[src/rtl/wcsb_pkg.sv]
package wcsb_pkg;
  localparam int ADDR_W = 32;
  localparam int LANES  = 16;
  localparam int DATA_W = LANES * 8;
  localparam int OFF_W  = $clog2(LANES);

  typedef enum logic [2:0] {
    K_STORE  = 3'd0,
    K_ALT    = 3'd1,
    K_ATOMIC = 3'd2,
    K_MEMBAR = 3'd3,
    K_STBAR  = 3'd4
  } kind_e;

  typedef struct packed {
    logic [ADDR_W-1:0] blk;
    logic [LANES-1:0]  be;
    logic [DATA_W-1:0] data;
    logic              cacheable;
    logic              side_eff;
    kind_e             kind;
  } entry_t;

  function automatic logic is_plain(kind_e k);
    return (k == K_STORE) || (k == K_ALT);
  endfunction

  function automatic logic is_barrier(kind_e k);
    return (k == K_MEMBAR) || (k == K_STBAR);
  endfunction
endpackage

[src/rtl/wcsb_merge_ctl.sv]
module wcsb_merge_ctl
  import wcsb_pkg::*;
(
  input  logic              tail_open,
  input  entry_t            tail_ent,
  input  kind_e             in_kind,
  input  logic [ADDR_W-1:0] in_addr,
  input  logic [LANES-1:0]  in_be,
  input  logic [DATA_W-1:0] in_data,
  input  logic              in_cacheable,
  input  logic              in_side_effect,
  output logic              merge_hit,
  output entry_t            new_ent,
  output entry_t            merged_ent
);
  localparam logic [ADDR_W-1:0] OFF_MASK = ADDR_W'((1 << OFF_W) - 1);

  logic [ADDR_W-1:0] in_blk;
  logic [DATA_W-1:0] mix_data;

  assign in_blk = in_addr & ~OFF_MASK;

  // newer bytes win on every lane the incoming store enables
  for (genvar g = 0; g < LANES; g++) begin : g_lane
    assign mix_data[g*8 +: 8] = in_be[g] ? in_data[g*8 +: 8] : tail_ent.data[g*8 +: 8];
  end

  always_comb begin
    merge_hit = tail_open
             && is_plain(in_kind)
             && (in_kind == tail_ent.kind)
             && !in_side_effect
             && !tail_ent.side_eff
             && (in_cacheable == tail_ent.cacheable)
             && (in_blk == tail_ent.blk);

    if (is_barrier(in_kind)) begin
      new_ent      = '0;
      new_ent.kind = in_kind;
    end else begin
      new_ent.blk       = in_blk;
      new_ent.be        = in_be;
      new_ent.data      = in_data;
      new_ent.cacheable = in_cacheable;
      new_ent.side_eff  = in_side_effect;
      new_ent.kind      = in_kind;
    end

    merged_ent      = tail_ent;
    merged_ent.be   = tail_ent.be | in_be;
    merged_ent.data = mix_data;
  end
endmodule

[src/rtl/wcsb_ring.sv]
module wcsb_ring
  import wcsb_pkg::*;
#(
  parameter int DEPTH = 8,
  localparam int PW = (DEPTH > 1) ? $clog2(DEPTH) : 1,
  localparam int CW = $clog2(DEPTH + 1)
) (
  input  logic          clk,
  input  logic          rst_n,
  input  logic          push,
  input  entry_t        push_ent,
  input  logic          merge_wr,
  input  entry_t        merge_ent,
  input  logic          pop,
  output entry_t        head_ent,
  output entry_t        tail_ent,
  output logic [CW-1:0] count
);
  entry_t        mem [DEPTH];
  logic [PW-1:0] wr_ptr, rd_ptr, tail_idx;

  function automatic logic [PW-1:0] bump(logic [PW-1:0] p);
    return (p == PW'(DEPTH - 1)) ? '0 : p + PW'(1);
  endfunction

  assign tail_idx = (wr_ptr == '0) ? PW'(DEPTH - 1) : wr_ptr - PW'(1);
  assign head_ent = mem[rd_ptr];
  assign tail_ent = mem[tail_idx];

  always_ff @(posedge clk) begin
    if (push)     mem[wr_ptr]   <= push_ent;
    if (merge_wr) mem[tail_idx] <= merge_ent;
  end

  always_ff @(posedge clk) begin
    if (!rst_n) begin
      wr_ptr <= '0;
      rd_ptr <= '0;
      count  <= '0;
    end else begin
      if (push) wr_ptr <= bump(wr_ptr);
      if (pop)  rd_ptr <= bump(rd_ptr);
      count <= count + CW'(push) - CW'(pop);
    end
  end

  assert_no_overflow_R9: assert property (@(posedge clk) disable iff (!rst_n)
    count <= CW'(DEPTH));

  assert_no_push_full_R9: assert property (@(posedge clk) disable iff (!rst_n)
    push |-> (count != CW'(DEPTH)));
endmodule

[src/rtl/wcsb_top.sv]
module wcsb_top
  import wcsb_pkg::*;
#(
  parameter int DEPTH = 8,
  localparam int CW = $clog2(DEPTH + 1)
) (
  input  logic              clk,
  input  logic              rst_n,
  input  logic              in_valid,
  output logic              in_ready,
  input  logic [2:0]        in_kind,
  input  logic [ADDR_W-1:0] in_addr,
  input  logic [LANES-1:0]  in_be,
  input  logic [DATA_W-1:0] in_data,
  input  logic              in_cacheable,
  input  logic              in_side_effect,
  output logic              out_valid,
  input  logic              out_ready,
  output logic [ADDR_W-1:0] out_addr,
  output logic [LANES-1:0]  out_be,
  output logic [DATA_W-1:0] out_data,
  output logic [2:0]        out_kind,
  output logic              out_cacheable,
  output logic              out_side_effect,
  output logic              empty
);
  entry_t        head_ent, tail_ent, new_ent, merged_ent;
  logic [CW-1:0] count;
  logic          merge_hit, tail_open, full, in_fire, push, merge_wr, pop;

  assign tail_open = count >= CW'(2);   // head is closed to folding
  assign full      = count == CW'(DEPTH);
  assign in_ready  = !full || merge_hit;
  assign in_fire   = in_valid && in_ready;
  assign push      = in_fire && !merge_hit;
  assign merge_wr  = in_fire && merge_hit;
  assign empty     = count == '0;
  assign out_valid = !empty;
  assign pop       = out_valid && out_ready;

  wcsb_merge_ctl u_ctl (
    .tail_open      (tail_open),
    .tail_ent       (tail_ent),
    .in_kind        (kind_e'(in_kind)),
    .in_addr        (in_addr),
    .in_be          (in_be),
    .in_data        (in_data),
    .in_cacheable   (in_cacheable),
    .in_side_effect (in_side_effect),
    .merge_hit      (merge_hit),
    .new_ent        (new_ent),
    .merged_ent     (merged_ent)
  );

  wcsb_ring #(.DEPTH(DEPTH)) u_ring (
    .clk       (clk),
    .rst_n     (rst_n),
    .push      (push),
    .push_ent  (new_ent),
    .merge_wr  (merge_wr),
    .merge_ent (merged_ent),
    .pop       (pop),
    .head_ent  (head_ent),
    .tail_ent  (tail_ent),
    .count     (count)
  );

  assign out_addr        = head_ent.blk;
  assign out_be          = head_ent.be;
  assign out_data        = head_ent.data;
  assign out_kind        = head_ent.kind;
  assign out_cacheable   = head_ent.cacheable;
  assign out_side_effect = head_ent.side_eff;

  assert_hold_R10: assert property (@(posedge clk) disable iff (!rst_n)
    (out_valid && !out_ready) |=> (out_valid && $stable(head_ent)));

  assert_fill_R11: assert property (@(posedge clk) disable iff (!rst_n)
    (in_fire && empty) |=> !empty);

  assert_fold_no_slot_R3: assert property (@(posedge clk) disable iff (!rst_n)
    merge_wr |=> (count == $past(count) - CW'($past(pop))));
endmodule

[config.mk]
export PLATFORM = sky130hd
export DESIGN_NAME = wcsb_top
export DESIGN_NICKNAME = d
export VERILOG_FILES = /design/src/rtl/wcsb_pkg.sv /design/src/rtl/wcsb_merge_ctl.sv /design/src/rtl/wcsb_ring.sv /design/src/rtl/wcsb_top.sv
export SDC_FILE = /design/constraint.sdc
export NUM_CORES = 2
export LEC_CHECK = 0
export BUFFER_PORTS_ARGS = -buffer_cell sky130_fd_sc_hd__buf_2
export CORE_UTILIZATION = 25
export DETAILED_ROUTE_END_ITERATION = 8
export PLACE_DENSITY = 0.44
export SLEW_MARGIN = 20
export SYNTH_ARGS = -nofsm -noshare
export SYNTH_HDL_FRONTEND = slang
export SYNTH_SLANG_ARGS = --single-unit
[constraint.sdc]
create_clock -name clk -period 14.1 [get_ports clk]
set_input_delay 1.41 -clock clk [delete_from_list [all_inputs] [get_ports clk]]
set_output_delay 1.41 -clock clk [all_outputs]
set_load 0.01 [all_outputs]
=== Yosys cells after proc, flatten, opt, wreduce, memory -nomap -nowiden ===
Memory sizes are Yosys's and may differ from the RTL's. A register that Yosys moved wholly into a read port is not among the register bits.
Cells that the tools add are included.

* $add $sub $neg: 5
* Magnitude comparators: 1
* Equality and inequality tests: 9
* Multiplexer cells: 29
* Bitwise operators: 1
* Reductions and logical operators: 22

{| class="wikitable"
|+ Operators by type and width
! kind !! count
|-
| 181-bit two-way mux || 2
|-
| 181-bit OR reduction || 1
|-
| 8-bit two-way mux || 16
|-
| 32-bit == test || 1
|-
| 3-bit two-way mux || 6
|-
| 16-bit bitwise OR || 1
|-
| 1-bit logical AND || 10
|-
| 3-bit == test, second input constant || 3
|-
| 3-bit by 1-bit adder with 3-bit output, second input constant || 2
|-
| 3-bit zero test || 2
|-
| 1-bit zero test || 5
|-
| 1-bit two-way mux || 5
|-
| 4-bit by 1-bit adder with 4-bit output || 1
|-
| 4-bit == test, second input constant || 1
|-
| 4-bit by 2-bit greater-or-equal comparator with 1-bit output, second input constant || 1
|-
| 4-bit zero test || 1
|-
| 4-bit by 1-bit subtractor with 4-bit output || 1
|-
| 3-bit by 1-bit == test with 1-bit output, second input constant || 1
|-
| 3-bit by 2-bit == test with 1-bit output, second input constant || 1
|-
| 3-bit == test || 1
|-
| 1-bit logical OR || 3
|-
| 3-bit by 1-bit subtractor with 3-bit output, second input constant || 1
|-
| 1-bit == test || 1
|}

* Bits in registers: 10
* Bits in writable memories: 1448
* Bits of input ports: 185
* Output and inout bits: 184
* Word-level logic and storage cells: 71
* Memories kept: 1

{| class="wikitable"
|+ Memory list
! name !! depth !! width !! read ports !! clocked after Yosys merged registers in !! wr ports !! RTL line !! source
|-
| u_ring.mem || 8 || 181 || 2 || 1 || 1 || wcsb_ring.sv:19 || <nowiki>entry_t mem [DEPTH];</nowiki>
|}

=== Logic depth before layout (Yosys ltp) ===
An unclocked memory read counts as a cell.

* Depth after elaboration: 16
* Depth in mapped cells: 20
* Mapped depth without buffers: 15

=== By module ===
From an unflattened synthesis, not the netlist that was laid out.

* Cells, all modules: 5286
* Area, all modules: 87156.1 µm²

{| class="wikitable"
|+ Modules (own cells, without submodules)
! module !! times used !! cells each !! area an instance (µm²) !! seq. area each (µm²)
|-
| wcsb_ring || 1 || 4830 || 83452.5 || 43742.0
|-
| wcsb_merge_ctl || 1 || 447 || 3636.0 || 0.0
|-
| wcsb_top || 1 || 9 || 67.6 || 0.0
|}

=== Least setup slack after synthesis ===
No wires, ideal clock.

* Path type: register -> register
* Start: reg u_ring.wr_ptr[0]
* End: mem u_ring.mem[0][0] in the netlist's numbering (enable)
* Setup time: 0.747 ns
* Data arrival time: 11.559 ns
* Required time: 13.353 ns
* Slack: 1.794 ns
* Stages on the path, launching flop included: 17
* Path buffers: 4
* Period minus slack after synthesis: 12.306 ns
* Cell sequence: dfxtp_1 inv_1 clkbuf_1 ha_1 nand2b_4 nand2_4 buf_6 buf_6 mux4_2 o2bb2ai_1 nor4_1 nand4_1 nor4_4 nand4_4 buf_6 mux2_2 nor2b_1

* Cells in the longest elaborated chain, start to end: 16
* Elaborated cells on any way between the ends: 25
* Classes of those cells: add/sub: 1; eq/ne: 3; mux: 7; reduce/logical: 13; memory: 1

{| class="wikitable"
|+ RTL lines
! item !! RTL line !! source
|-
| start: declaration || wcsb_ring.sv:20 || <nowiki>logic [PW-1:0] wr_ptr, rd_ptr, tail_idx;</nowiki>
|-
| start signal: assignment || wcsb_ring.sv:41 || <nowiki>if (push) wr_ptr <= bump(wr_ptr);</nowiki>
|-
| 3-bit by 1-bit subtractor with 3-bit output or 3-bit zero test (tied branches) || wcsb_ring.sv:26 || <nowiki>assign tail_idx = (wr_ptr == '0) ? PW'(DEPTH - 1) : wr_ptr - PW'(1);</nowiki>
|-
| 3-bit two-way mux || wcsb_ring.sv:26 ||
|-
| memory 8 x 181 bit || n/a ||
|-
| 3-bit == test || wcsb_merge_ctl.sv:31 || <nowiki>&& (in_kind == tail_ent.kind)</nowiki>
|-
| 1-bit logical AND || wcsb_merge_ctl.sv:31 ||
|-
| 1-bit logical AND || wcsb_merge_ctl.sv:32 || <nowiki>&& !in_side_effect</nowiki>
|-
| 1-bit logical AND || wcsb_merge_ctl.sv:33 || <nowiki>&& !tail_ent.side_eff</nowiki>
|-
| 1-bit logical AND || wcsb_merge_ctl.sv:34 || <nowiki>&& (in_cacheable == tail_ent.cacheable)</nowiki>
|-
| 1-bit logical AND || wcsb_merge_ctl.sv:35 || <nowiki>&& (in_blk == tail_ent.blk);</nowiki>
|-
| 1-bit logical OR || wcsb_top.sv:33 || <nowiki>assign in_ready = !full || merge_hit;</nowiki>
|-
| 1-bit logical AND || wcsb_top.sv:34 || <nowiki>assign in_fire = in_valid && in_ready;</nowiki>
|-
| 1-bit logical AND || wcsb_top.sv:36 || <nowiki>assign merge_wr = in_fire && merge_hit;</nowiki>
|-
| 1-bit two-way mux || wcsb_ring.sv:32 || <nowiki>if (merge_wr) mem[tail_idx] <= merge_ent;</nowiki>
|-
| 1-bit two-way mux (not written as such) || wcsb_ring.sv:32 ||
|-
| 181-bit OR reduction (no source line) || n/a ||
|-
| 3-bit two-way mux (no source line) or 1-bit two-way mux (tied branches) || n/a ||
|-
| end: declaration || wcsb_ring.sv:19 ||
|}

Several ways; a longest one is shown, not always the timed one.

=== Worst setup path after layout ===
* Start: reg u_ring.wr_ptr[0]
* End: mem u_ring.mem[2][59] in the netlist's numbering (enable)

The elaborated chain is that of the path after synthesis.

==> qor.txt <==
end of the critical path -> u_ring.mem[2][59]
Area Growth Syn to Fin -> 17.5%
FFs w/ async S/R, synth -> 0
# setup viols final -> 0
Post-Syn Area -> 68200 sq um
reg-to-reg endpoint -> u_ring.mem[2][59]
Distinct cells, synth -> 70
sequential cell area -> 43800 sq um
power per cell area -> 163 nW/um^2
Ys Warns -> 0
CTS Sinks -> 1461
CP Launch Point -> u_ring.wr_ptr[0]
commonest non-fill, non-tap cell in the layout -> edfxtp_1
GRT Overall Usage -> 0.153
Post-CTS Setup Inserts -> 0
endpoints failing hold -> 0
share of cells above drive strength 1 -> 0.395
Worst Max-Slew Pin Slew -> 1.16 ns
post-route worst setup slack -> 5.70 ns
reg2reg start -> u_ring.wr_ptr[0]
worst setup path class -> reg2reg
total negative setup slack -> 0 ns
Worst Hold Class -> reg2reg
Starting Density -> 0.252
most frequent cells in the layout -> edfxtp_1, mux4_2, nand2_1
Cell Chain, Critical Path -> buf_4 > inv_1 > ha_4 > nand2b_4 > nand2_8 > buf_12 > buf_4 > mux4_2 > a211o_1 > o21ai_0 > o2111ai_1 > nor4b_2 > nand4_4 > buf_12 > mux2i_1 > nor2_4 > buf_12 > buf_12
gpl congestion -> 0.739
Post-synth EDFFs -> 1448
Worst path slowest cell -> nor2_4
Lkg Pwr -> 26.0 nW
r2r worst-path depth -> 18
largest net degree at the start of global routing -> 96
Worst path max stage delay -> 0.77 ns
full die area -> 275000 sq um
CP Launch Type -> flip-flop
worst reg2reg setup slack -> 5.70 ns
Clock Latency Late Sink -> 0.88 ns
CP Capture Type -> flip-flop
gr ovfl total -> 0
post-cts repair resize count -> 0
vias in the first global route -> 40000
Avg Inst Size Synth -> 19.2 sq um
Worst-path clk slew -> 0.06 ns
register area share after synthesis -> 0.641
post-DR vias/cell -> 4.88
nets@finish -> 4158
Rows -> 191
filler instances -> 26600
total of max-cap violations -> 0
WL/cell -> 27.7 um
residual DRC count -> 0
worst-path fanout max -> 93
Multi-input gate area -> 23600 sq um
CTS H-tree lvls -> 4
Ports -> 369
Die W -> 524 um
Slew Viols, Final -> 0
TritonCTS buffer count -> 184
DRT Wirelength -> 213000 um
worst endpoint required time -> 14.53 ns
DR pass1 iterations -> 5
predominant post-synthesis flop cell -> edfxtp_1
Max VDD drop -> 0.115 mV
DP Wirelength -> 120000 um
number of port buffers -> 364
hold slack -> 0.519 ns
Final ANT Viol Nets -> 0
core region area -> 271000 sq um
clock buffer depth -> 4
Mapped Cells -> 3544
first-pass GRT wire length -> 301000 um
height of the die -> 524 um
pre-CTS setup slack -> 5.40 ns
Peak Freq -> 0.119 GHz
Tmin final -> 8.40 ns
run status -> completed
DR vias -> 37400
Largest delay share family, worst path -> buffers and inverters
unrepaired setup endpoints after global routing -> false
DR iter-0 viols -> 2536
Clock Skew -> 0.112 ns
CTS tree -> yes
antenna violations before repair -> 39
Max-slew headroom -> 0.227
CTS Root Buffer Type -> clkbuf_16
worst path bufs/invs -> 7
synthesis-stage register bit count -> 1461
Hold-fix buffers, CTS -> 0
Critical Path Stages -> 18
fin crit share -> 0.596
arrival time of the worst setup path -> 8.83 ns
crit-path most repeated cell -> buf_12
[metrics by stage]
| step | cells | utilization | cell area [sq um] | power, mW |
|---|---|---|---|---|
| after CTS | 7672 | 0.296 | 80100 | 13.3 |
| after detailed placement | 7343 | 0.275 | 74500 | 8.76 |
| after global routing | 7677 | 0.296 | 80100 | 13.6 |
| final | 7681 | 0.296 | 80100 | 13.0 |
| after floorplan | 3575 | - | 68300 | 7.55 |
| after global placement | 7343 | 0.275 | 74500 | 8.77 |
[cell type report]
| cell class | instances | share of cell area |
|---|---|---|
| flip-flops and latches | 1461 | 0.546 |
| well taps | 3570 | 0.0557 |
| repair buffers | 440 | 0.0322 |
| inverters | 22 | 0.00112 |
| clock buffers | 219 | 0.0591 |
| diodes | 8 | 0.000250 |
| clock inverters | 110 | 0.0109 |
| multi-input cells | 1851 | 0.295 |
[kinds of logic after synthesis]
kind of cell | after synthesis | share of synthesized area
flops | 1461 | 0.641
mux | 933 | 0.269
simple gates | 569 | 0.0365
compound gates | 273 | 0.0315
buf+inv | 263 | 0.0156
xor+xnor | 31 | 0.00398
fa+ha+maj | 13 | 0.00250
other cells | 1 | 0.0000550
[power breakdown]
group          internal, mW  switching (mW)
logic                  1.46            1.90
clock network          2.59            1.87
registers              5.08           0.128
total                  9.13            3.90
[sequential cells by signal (all words and copies together) (netlist names), named ones only]
name           count
u_ring.rd_ptr      3
u_ring.mem      1448
u_ring.wr_ptr      3
u_ring.count       4
[worst register-to-register path, delay by kind of cell (launching register included)]
| family | cells | cell delay [ns] |
|---|---|---|
| buffers and inverters | 7 | 3.64 |
| AND/OR/NAND/NOR | 5 | 2.11 |
| multiplexers | 2 | 0.93 |
| AO/OA/AOI/OAI | 3 | 0.54 |
| flip-flops | 1 | 0.29 |
| adder cells (fa/ha/maj) | 1 | 0.29 |
[layer usage]
layer,track usage,wire length (um),vias to the layer above
met2,0.260,106000,953
li1,-,-,15800
met4,0.0339,4190,28
met5,0,187,-
met1,0.200,91900,20400
met3,0.0293,10800,308
[how the worst min path moves through the flow]
stage | startpoint | end | slack, ns | depth (start not counted)
CTS | u_ring.rd_ptr[2] | flip-flop | 0.52 | 2
global route | u_ring.rd_ptr[2] | flip-flop | 0.54 | 2
detailed placement | u_ring.rd_ptr[2] | flip-flop | 0.50 | 2
finish | u_ring.rd_ptr[2] | flip-flop | 0.52 | 2
global placement | u_ring.rd_ptr[2] | flip-flop | 0.48 | 2
floorplan | u_ring.rd_ptr[2] | flip-flop | 0.47 | 2
[Yosys cell counts (all sizes together) (4+ instances only)]
library cell | n | area share
o21ai | 20 | 0.0015
and2 | 36 | 0.0033
o221ai | 5 | 0.00064
o21a | 18 | 0.0020
a22o | 120 | 0.015
nand3 | 12 | 0.00088
xnor2 | 11 | 0.0014
a21oi | 31 | 0.0023
buf | 90 | 0.0060
and3 | 5 | 0.00046
nor2 | 43 | 0.0035
mux2i | 31 | 0.0046
edfxtp | 1448 | 0.64
nor3 | 18 | 0.0013
nand2b | 4 | 0.00048
mux4 | 693 | 0.23
nor4 | 7 | 0.00086
o2bb2ai | 14 | 0.0018
a31oi | 5 | 0.00046
o22ai | 4 | 0.00037
nand2 | 424 | 0.023
ha | 12 | 0.0022
mux2 | 209 | 0.035
clkbuf | 151 | 0.0083
xor2 | 20 | 0.0026
a2111oi | 10 | 0.0014
dfxtp | 13 | 0.0038
nor2b | 11 | 0.0010
a211oi | 11 | 0.0012
a221oi | 7 | 0.00090
inv | 21 | 0.0012
Note: power is estimated with default switching activity, not from simulation.
